--- src/rtl/timer_pkg.sv ---
package timer_pkg;
    typedef enum logic [1:0] {
        ST_IDLE = 2'd0,
        ST_RUN  = 2'd1,
        ST_HALT = 2'd2
    } tmr_state_t;
endpackage

--- src/rtl/tmr_sync.sv ---
module tmr_sync #(
    parameter int STAGES = 2
) (
    input  logic clk,
    input  logic rst_n,
    input  logic din,
    output logic dout
);
    logic [STAGES-1:0] chain;

    always_ff @(posedge clk or negedge rst_n) begin
        if (!rst_n) chain <= '0;
        else        chain <= {chain[STAGES-2:0], din};
    end

    assign dout = chain[STAGES-1];
endmodule

--- src/rtl/tmr_prescale.sv ---
module tmr_prescale #(
    parameter int RATIO_W = 3
) (
    input  logic               clk,
    input  logic               rst_n,
    input  logic               clear,
    input  logic               adv,
    input  logic               en_in,
    input  logic [RATIO_W-1:0] ratio_in,
    output logic               tick
);
    localparam int CNT_W = 2 ** RATIO_W;

    logic               cfg_en;
    logic [RATIO_W-1:0] cfg_ratio;
    logic [CNT_W-1:0]   cnt;
    logic [RATIO_W:0]   shamt;
    logic [CNT_W:0]     last_w;

    always_comb begin
        shamt  = {1'b0, cfg_ratio} + {{RATIO_W{1'b0}}, 1'b1};
        last_w = ({{CNT_W{1'b0}}, 1'b1} << shamt) - {{CNT_W{1'b0}}, 1'b1};
        tick   = adv && (!cfg_en || ({1'b0, cnt} == last_w));
    end

    // settings are latched only at a period boundary
    always_ff @(posedge clk or negedge rst_n) begin
        if (!rst_n) begin
            cnt       <= '0;
            cfg_en    <= 1'b0;
            cfg_ratio <= '0;
        end else if (clear || tick) begin
            cnt       <= '0;
            cfg_en    <= en_in;
            cfg_ratio <= ratio_in;
        end else if (adv) begin
            cnt <= cnt + 1'b1;
        end
    end

    AST_PSC_CLEAR: assert property (@(posedge clk) disable iff (!rst_n)
        clear |=> (cnt == '0));

    AST_PSC_HOLD: assert property (@(posedge clk) disable iff (!rst_n)
        (!adv && !clear) |=> $stable(cnt));
endmodule

--- src/rtl/reload_timer.sv ---
module reload_timer
    import timer_pkg::*;
#(
    parameter int CNT_W   = 32,
    parameter int RATIO_W = 3,
    parameter int SYNC_N  = 2
) (
    input  logic               clk,
    input  logic               rst_n,
    input  logic               start,
    input  logic [CNT_W-1:0]   load_val,
    input  logic               psc_en,
    input  logic [RATIO_W-1:0] psc_ratio,
    input  logic               free_run,
    input  logic               suspend_async,
    input  logic               irq_en,
    input  logic               irq_clr,
    output logic               ovf_pulse,
    output logic               irq,
    output logic [CNT_W-1:0]   count
);
    localparam logic [CNT_W-1:0] ALL_ONES = {CNT_W{1'b1}};

    tmr_state_t state, state_nx;
    logic susp_s, freeze, running, psc_clear, tick, status;

    tmr_sync #(.STAGES(SYNC_N)) i_sync (
        .clk(clk), .rst_n(rst_n), .din(suspend_async), .dout(susp_s)
    );

    assign freeze    = susp_s && !free_run;
    assign running   = start && (state != ST_IDLE) && !freeze;
    assign psc_clear = !start || (state == ST_IDLE);

    tmr_prescale #(.RATIO_W(RATIO_W)) i_psc (
        .clk(clk), .rst_n(rst_n), .clear(psc_clear), .adv(running),
        .en_in(psc_en), .ratio_in(psc_ratio), .tick(tick)
    );

    // state register
    always_ff @(posedge clk or negedge rst_n) begin
        if (!rst_n) state <= ST_IDLE;
        else        state <= state_nx;
    end

    // transitions: START, FREEZE, RESUME, STOP
    always_comb begin
        state_nx = state;
        unique case (state)
            ST_IDLE: if (start) state_nx = ST_RUN;
            ST_RUN:  if (!start) state_nx = ST_IDLE;
                     else if (freeze) state_nx = ST_HALT;
            ST_HALT: if (!start) state_nx = ST_IDLE;
                     else if (!freeze) state_nx = ST_RUN;
            default: state_nx = ST_IDLE;
        endcase
    end

    // outputs: counter, overflow pulse, sticky status
    always_ff @(posedge clk or negedge rst_n) begin
        if (!rst_n) begin
            count     <= '0;
            ovf_pulse <= 1'b0;
            status    <= 1'b0;
        end else begin
            ovf_pulse <= 1'b0;
            if (state == ST_IDLE && start) begin
                count <= load_val;
            end else if (tick) begin
                if (count == ALL_ONES) begin
                    count     <= load_val;
                    ovf_pulse <= 1'b1;
                end else begin
                    count <= count + 1'b1;
                end
            end
            if (tick && state != ST_IDLE && count == ALL_ONES) status <= 1'b1;
            else if (irq_clr) status <= 1'b0;
        end
    end

    assign irq = status && irq_en;

    AST_RELOAD: assert property (@(posedge clk) disable iff (!rst_n)
        ovf_pulse |-> (count == $past(load_val)));

    AST_STICKY: assert property (@(posedge clk) disable iff (!rst_n)
        (ovf_pulse && irq_en) |-> irq);

    AST_STOP_HOLD: assert property (@(posedge clk) disable iff (!rst_n)
        !start |=> $stable(count));

    AST_FREEZE_HOLD: assert property (@(posedge clk) disable iff (!rst_n)
        (freeze && state != ST_IDLE) |=> $stable(count));

    AST_START_LOAD: assert property (@(posedge clk) disable iff (!rst_n)
        (state == ST_IDLE && start) |=> (count == $past(load_val)));
endmodule

--- config.mk ---
export PLATFORM = sky130hd
export DESIGN_NAME = reload_timer
export DESIGN_NICKNAME = d
export VERILOG_FILES = /design/src/rtl/timer_pkg.sv /design/src/rtl/tmr_sync.sv /design/src/rtl/tmr_prescale.sv /design/src/rtl/reload_timer.sv
export SDC_FILE = /design/constraint.sdc
export NUM_CORES = 1
export LEC_CHECK = 0
export ABC_AREA = 0
export BUFFER_PORTS_ARGS = -buffer_cell sky130_fd_sc_hd__buf_4
export CORE_AREA = 2 2 121 64
export CTS_BUF_LIST = sky130_fd_sc_hd__clkbuf_2
export CTS_CLUSTER_SIZE = 30
export DETAILED_ROUTE_END_ITERATION = 6
export DIE_AREA = 0 0 123 66
export PLACE_DENSITY = 0.76
export SKIP_CTS_REPAIR_TIMING = 1
export SLEW_MARGIN = 20
export SYNTH_ARGS = -nofsm -noshare
export SYNTH_HDL_FRONTEND = slang
export SYNTH_SLANG_ARGS = --single-unit
--- constraint.sdc ---
create_clock -name clk -period 3.95 [get_ports clk]
set_clock_uncertainty 0.15 [all_clocks]
set_input_delay 0.5925 -clock clk [delete_from_list [all_inputs] [get_ports clk]]
set_output_delay 0.5925 -clock clk [all_outputs]
set_load 0.01 [all_outputs]
## Yosys cells after proc, flatten, opt, wreduce, memory -nomap -nowiden

Cells that the tools add are included.

| storage, ports and cells | value |
|---|---|
| flip-flop bits (word level) | 50 |
| input bits | 43 |
| output and inout port bits | 34 |
| word-level logic and storage cells | 57 |

| cells by class | value |
|---|---|
| $add $sub $neg | 4 |
| eq/ne operators | 7 |
| shift-type cells | 1 |
| mux-type cells | 16 |
| reductions and logical operators | 21 |

Operator list:

| cell | count |
|---|---|
| 2-to-1 mux 32 bit | 3 |
| adder 32 x 1 -> 32 bit, second input constant | 1 |
| == test 32 bit, second input constant | 1 |
| 2-to-1 mux 8 bit | 2 |
| 2-to-1 mux 2 bit | 5 |
| == test 8 x 9 -> 1 bit | 1 |
| << shifter 1 x 4 -> 9 bit, first input constant | 1 |
| subtractor 9 x 1 -> 9 bit, second input constant | 1 |
| adder 8 x 1 -> 8 bit, second input constant | 1 |
| logical AND 1 bit | 8 |
| nonzero test 2 bit | 4 |
| inequality test 3 bit, second input constant | 2 |
| case mux 2 bit (3 select lines) | 1 |
| 2-to-1 mux 1 bit | 5 |
| adder 3 x 1 -> 4 bit, second input constant | 1 |
| logical NOT 1 bit | 4 |
| logical OR 1 bit | 3 |
| AND reduction 3 bit | 1 |
| == test 2 x 1 -> 1 bit, second input constant | 1 |
| == test 2 bit, second input constant | 1 |
| logical NOT 2 bit | 1 |
| inequality test 2 bit, second input constant | 1 |

## Logic depth before layout (Yosys ltp)

| logic depth | value |
|---|---|
| word-level depth | 9 |
| depth in mapped cells | 13 |
| depth with buffers taken out | 9 |

## Modules after synthesis

Synthesis repeated with hierarchy kept, for this count alone.

| second synthesis, totals | value |
|---|---|
| cells, all modules | 371 |
| area total of the unflattened synthesis | 3367.0 um^2 |

Modules (own cells, without submodules):

| module | instances | cells an instance | area each (um^2) | sequential area each (um^2) |
|---|---|---|---|---|
| reload_timer | 1 | 275 | 2464.9 | 900.9 |
| tmr_prescale | 1 | 94 | 852.1 | 300.3 |
| tmr_sync | 1 | 2 | 50.0 | 50.0 |

## Worst setup path before layout

No wires, ideal clock.

| timing | value |
|---|---|
| path type | flip-flop to flip-flop |
| start point | register i_psc.cfg_ratio[1] |
| end point | register count[6] |
| setup time | 126 ps |
| data arrival time | 2822 ps |
| data required time | 3674 ps |
| slack | 852 ps |
| cell stages (with the launch flop) | 13 |
| path through | dfrtp_1 -> buf_2 -> or3_1 -> ha_1 -> buf_2 -> xor2_1 -> mux2i_1 -> a21oi_1 -> a211o_1 -> o21ba_1 -> buf_2 -> o31a_1 -> o32a_1 |

| on the way | value |
|---|---|
| cells in the longest elaborated chain, start to end | 7 |

RTL lines:

| element | RTL line | RTL |
|---|---|---|
| start: declaration | tmr_prescale.sv:15 | `logic [RATIO_W-1:0] cfg_ratio;` |
| start signal: assignment | tmr_prescale.sv:35 | `cfg_ratio <= ratio_in;` |
| adder 3 x 1 -> 4 bit | tmr_prescale.sv:21 | `shamt = {1'b0, cfg_ratio} + {{RATIO_W{1'b0}}, 1'b1};` |
| << shifter 1 x 4 -> 9 bit | tmr_prescale.sv:22 | `last_w = ({{CNT_W{1'b0}}, 1'b1} << shamt) - {{CNT_W{1'b0}}, 1'b1};` |
| subtractor 9 x 1 -> 9 bit | tmr_prescale.sv:22 |  |
| == test 8 x 9 -> 1 bit | tmr_prescale.sv:23 | `tick = adv && (!cfg_en \|\| ({1'b0, cnt} == last_w));` |
| logical OR 1 bit | tmr_prescale.sv:23 |  |
| logical AND 1 bit | tmr_prescale.sv:23 |  |
| nonzero test 2 bit (no source line) | - |  |
| end signal: assignment | reload_timer.sv:68 | `count <= load_val;` |
| end signal: assignment | reload_timer.sv:71 | `count <= load_val;` |
| end signal: assignment | reload_timer.sv:74 | `count <= count + 1'b1;` |
| end: declaration | reload_timer.sv:20 | `output logic [CNT_W-1:0] count` |

No other way between the ends.
A chain may end at the register's enable or synchronous reset.

## Worst setup path in the final report

| timing | value |
|---|---|
| start point | register i_psc.cfg_ratio[0] |
| end point | register count[26] |

The elaborated chain is that of the path after synthesis.

==> run_results.csv <==
group,metric,value,unit
status,run_status,"finished, final reports clean",
critical_path,required,4230,ps
synth,synth-compound-area-share,26.7,%
critical_path,rrSetupSlack,580,ps
critical_path,crit_type,"flip-flop to flip-flop",
timing,finalSetupViolCount,0,
timing,tightest_slew,698,ps
min_path,hold-path-cell-count,1,
place,place_congestion,0.923,
timing,fin_crit_sh,85.4,%
critical_path,reg2reg_to,"count[26]",
die,die-area,8120,sq um
timing,relSlewSlack,53.1,%
die,num_rows,22,
critical_path,rr_startpoint,"i_psc.cfg_ratio[0]",
die,core-area,7100,sq um
place,hpwl,7760,um
timing,setup_tns,0,ps
synth,synth_commonest_cells,"50 x dfrtp_1, 43 x nor2_1, 41 x nand2_1",
clock_network,clkTransAtPathRegs,260,ps
finish,fin_nets,526,
clock_network,htree_levels,2,
clock_network,cts-root-buf,"clkbuf_2",
synth,yosysWarnings,0,
grt,grt_pass1_vias,3176,
synth,synthArstFlopShare,100,%
grt,grt_pass1_wl,17000,um
synth,synth_top_family_by_area,"compound AO/OA/AOI/OAI gates",
timing,hold_violations,0,
timing,fmax,296,MHz
critical_path,cp-startpoint,"i_psc.cfg_ratio[0]",
finish,antenna_cells,0,
critical_path,worst-r2r-cell-count,9,
grt,grtUsageTotal,27.4,%
drt,drt_iter0_markers,477,
power,p_leak,1.78,nW
finish,syn_to_final_growth,20.5,%
power,finalPower,0.00131,W
power,vdd_drop_max,138,uV
drt,wl,10700,um
die,die_h,66,um
clock_network,cts-buffers-inserted,5,
clock_network,cts.path.max_buffers,2,
finish,drive_gt1_share,24.4,%
synth,yosysTopAreaCellShare,36.3,%
synth,syn_nets,457,
synth,netlist_area,3440,sq um
grt,antenna_found_initial,0,
grt,grt_max_degree,51,
synth,synth_ff_type,"dfrtp_1",
synth,synth-edff-count,0,
min_path,holdPathEnd,"i_sync.chain[0]",
clock_network,clk_latency,480,ps
synth,avgSynthCellArea,8.38,sq um
critical_path,crit_path_start_kind,"flip-flop",
min_path,hold_class,"primary input to flip-flop",
drt,ant_nets,0,
synth,synth_xor_area_share,2.03,%
synth,postSynthCellCount,411,
clock_network,cts_sinks,50,
synth,synth_area_leaders,"dfrtp_1 36%, a21oi_1 4.8%, nor2_1 4.7%",
timing,slew_violations,0,
drt,drt_pass1_iterations,6,
synth,yosys.area_share.simple,26.1,%
finish,stdcell_count,576,
drt,drc,0,
timing,min_period,3370,ps
drt,wire_per_inst,18.6,um
synth,synthMuxAreaShare,3.12,%
timing,rsz0062_at_grt,"false",
drt,viasPerCell,6.44,
synth,synth-seq-cells,50,
synth,ys_seq_area_share,36.3,%
job,maxCapViolCount,0,
synth,synth_top_area_cell,"dfrtp_1",
critical_path,end_kind,"flip-flop",
synth,synth_cell_types,66,
clock_network,cts_tree,"yes",
die,pin_count,77,
grt,overflow,0,
die,dieWidth,123,um
synth,yosysMostFrequentCell,"dfrtp_1",
power,powerDensity,316,nW/um^2
drt,vias,3711,
place,dp.cells,568,
place,io_buffer_count,76,
critical_path,cp.arrival,3650,ps
min_path,hold_start,"suspend_async",
critical_path,crit_fanout,14,
die,start_util,48.5,%
synth,synth_fa_ha_area_share,1.09,%
## how the worst max path moves through the flow
stage | endpoint | cells past startpoint
final | count[26] | 9
after global routing | count[3] | 10
after CTS | count[3] | 10
after detailed placement | count[20] | 10
after global placement | count[3] | 10
after floorplan | count[6] | 12
## report_power, final
group,switching (W),total [W],internal (W)
combinational,0.000226,0.000427,0.000201
clock,0.000182,0.000224,0.0000419
sequential,0.0000943,0.000661,0.000567
total,0.000501,0.00131,0.000810
## registers in the layout, summed over array words and instances, names as in the netlist
name             count
state                2
i_psc.cfg_en         1
count               32
i_sync.chain         2
i_psc.cnt            8
status               1
ovf_pulse            1
i_psc.cfg_ratio      3
## cell usage in the layout, fill, tap and decap left out, types with 3 or more instances in the layout
cell / Yosys / final
dfrtp_1: 50 / 50
mux2i_1: 4 / 4
buf_4: 0 / 86
a211o_1: 3 / 3
and3_1: 11 / 11
nand4_1: 13 / 13
a31oi_1: 4 / 4
mux2_2: 4 / 4
nor4_1: 5 / 5
o21a_1: 8 / 8
or3_1: 5 / 5
nor2_1: 43 / 43
o221ai_1: 4 / 4
nand2_1: 41 / 41
ha_1: 3 / 3
inv_1: 11 / 11
o221a_2: 7 / 7
a221oi_1: 5 / 5
and2_1: 7 / 7
and4_1: 3 / 3
o21ai_0: 15 / 15
nand3_1: 20 / 20
xor2_1: 6 / 6
a21oi_1: 33 / 33
o22ai_1: 7 / 7
o2bb2ai_1: 10 / 10
a211oi_1: 8 / 8
nor3_1: 7 / 7
clkbuf_2: 0 / 5
## stage by stage
step | area [sq um] | util [%] | setup slack (ps) | hold slack (ps)
2_1_floorplan | 3440 | - | 852 | 147
5_1_grt | 4150 | 58.4 | 333 | 20.7
6_report | 4150 | 58.4 | 577 | 56.9
3_5_place_dp | 4100 | 57.7 | 628 | 186
3_3_place_gp | 4100 | 57.7 | 736 | 183
4_1_cts | 4140 | 58.3 | 628 | -46.6
## layout make-up
| type | count | area (sq um) |
|---|---|---|
| repair buffers | 87 | 656 |
| clock inverters | 2 | 13.8 |
| multi-input cells | 325 | 2040 |
| flip-flops and latches | 50 | 1250 |
| fillers | 632 | 2950 |
| well taps | 96 | 120 |
| clock buffers | 5 | 25.0 |
| inverters | 11 | 41.3 |
## routing by layer
layer | routed length (um) | GRT usage, % | vias to the layer above | part of all wire [%]
li1 | - | - | 1686 | -
met1 | 5160 | 45.2 | 1731 | 48
met2 | 4020 | 35.0 | 279 | 38
met3 | 1440 | 6.72 | 15 | 13
met4 | 93 | 4.83 | 0 | 0.87
met5 | 0 | 0 | - | 0
## critical path, stage by stage, from the launching register on
cell,delay [ps]
dfrtp_1,600
or3_1,410
ha_1,330
nor4bb_1,200
o31a_1,250
a221o_1,270
o211ai_1,140
o21bai_2,150
a21oi_1,530
o221a_2,310
## cells by family (layout without fill, tap and decap cells)
logic type / count (synthesis) / in the layout
AO/OA/AOI/OAI: 130 / 130
XOR/XNOR: 8 / 8
adder cells (fa/ha/maj): 3 / 3
buffers and inverters: 36 / 105
flip-flops: 50 / 50
multiplexers: 9 / 9
other: 1 / 1
AND/OR/NAND/NOR: 174 / 174
No activity file was read; power rests on OpenSTA's default activity.
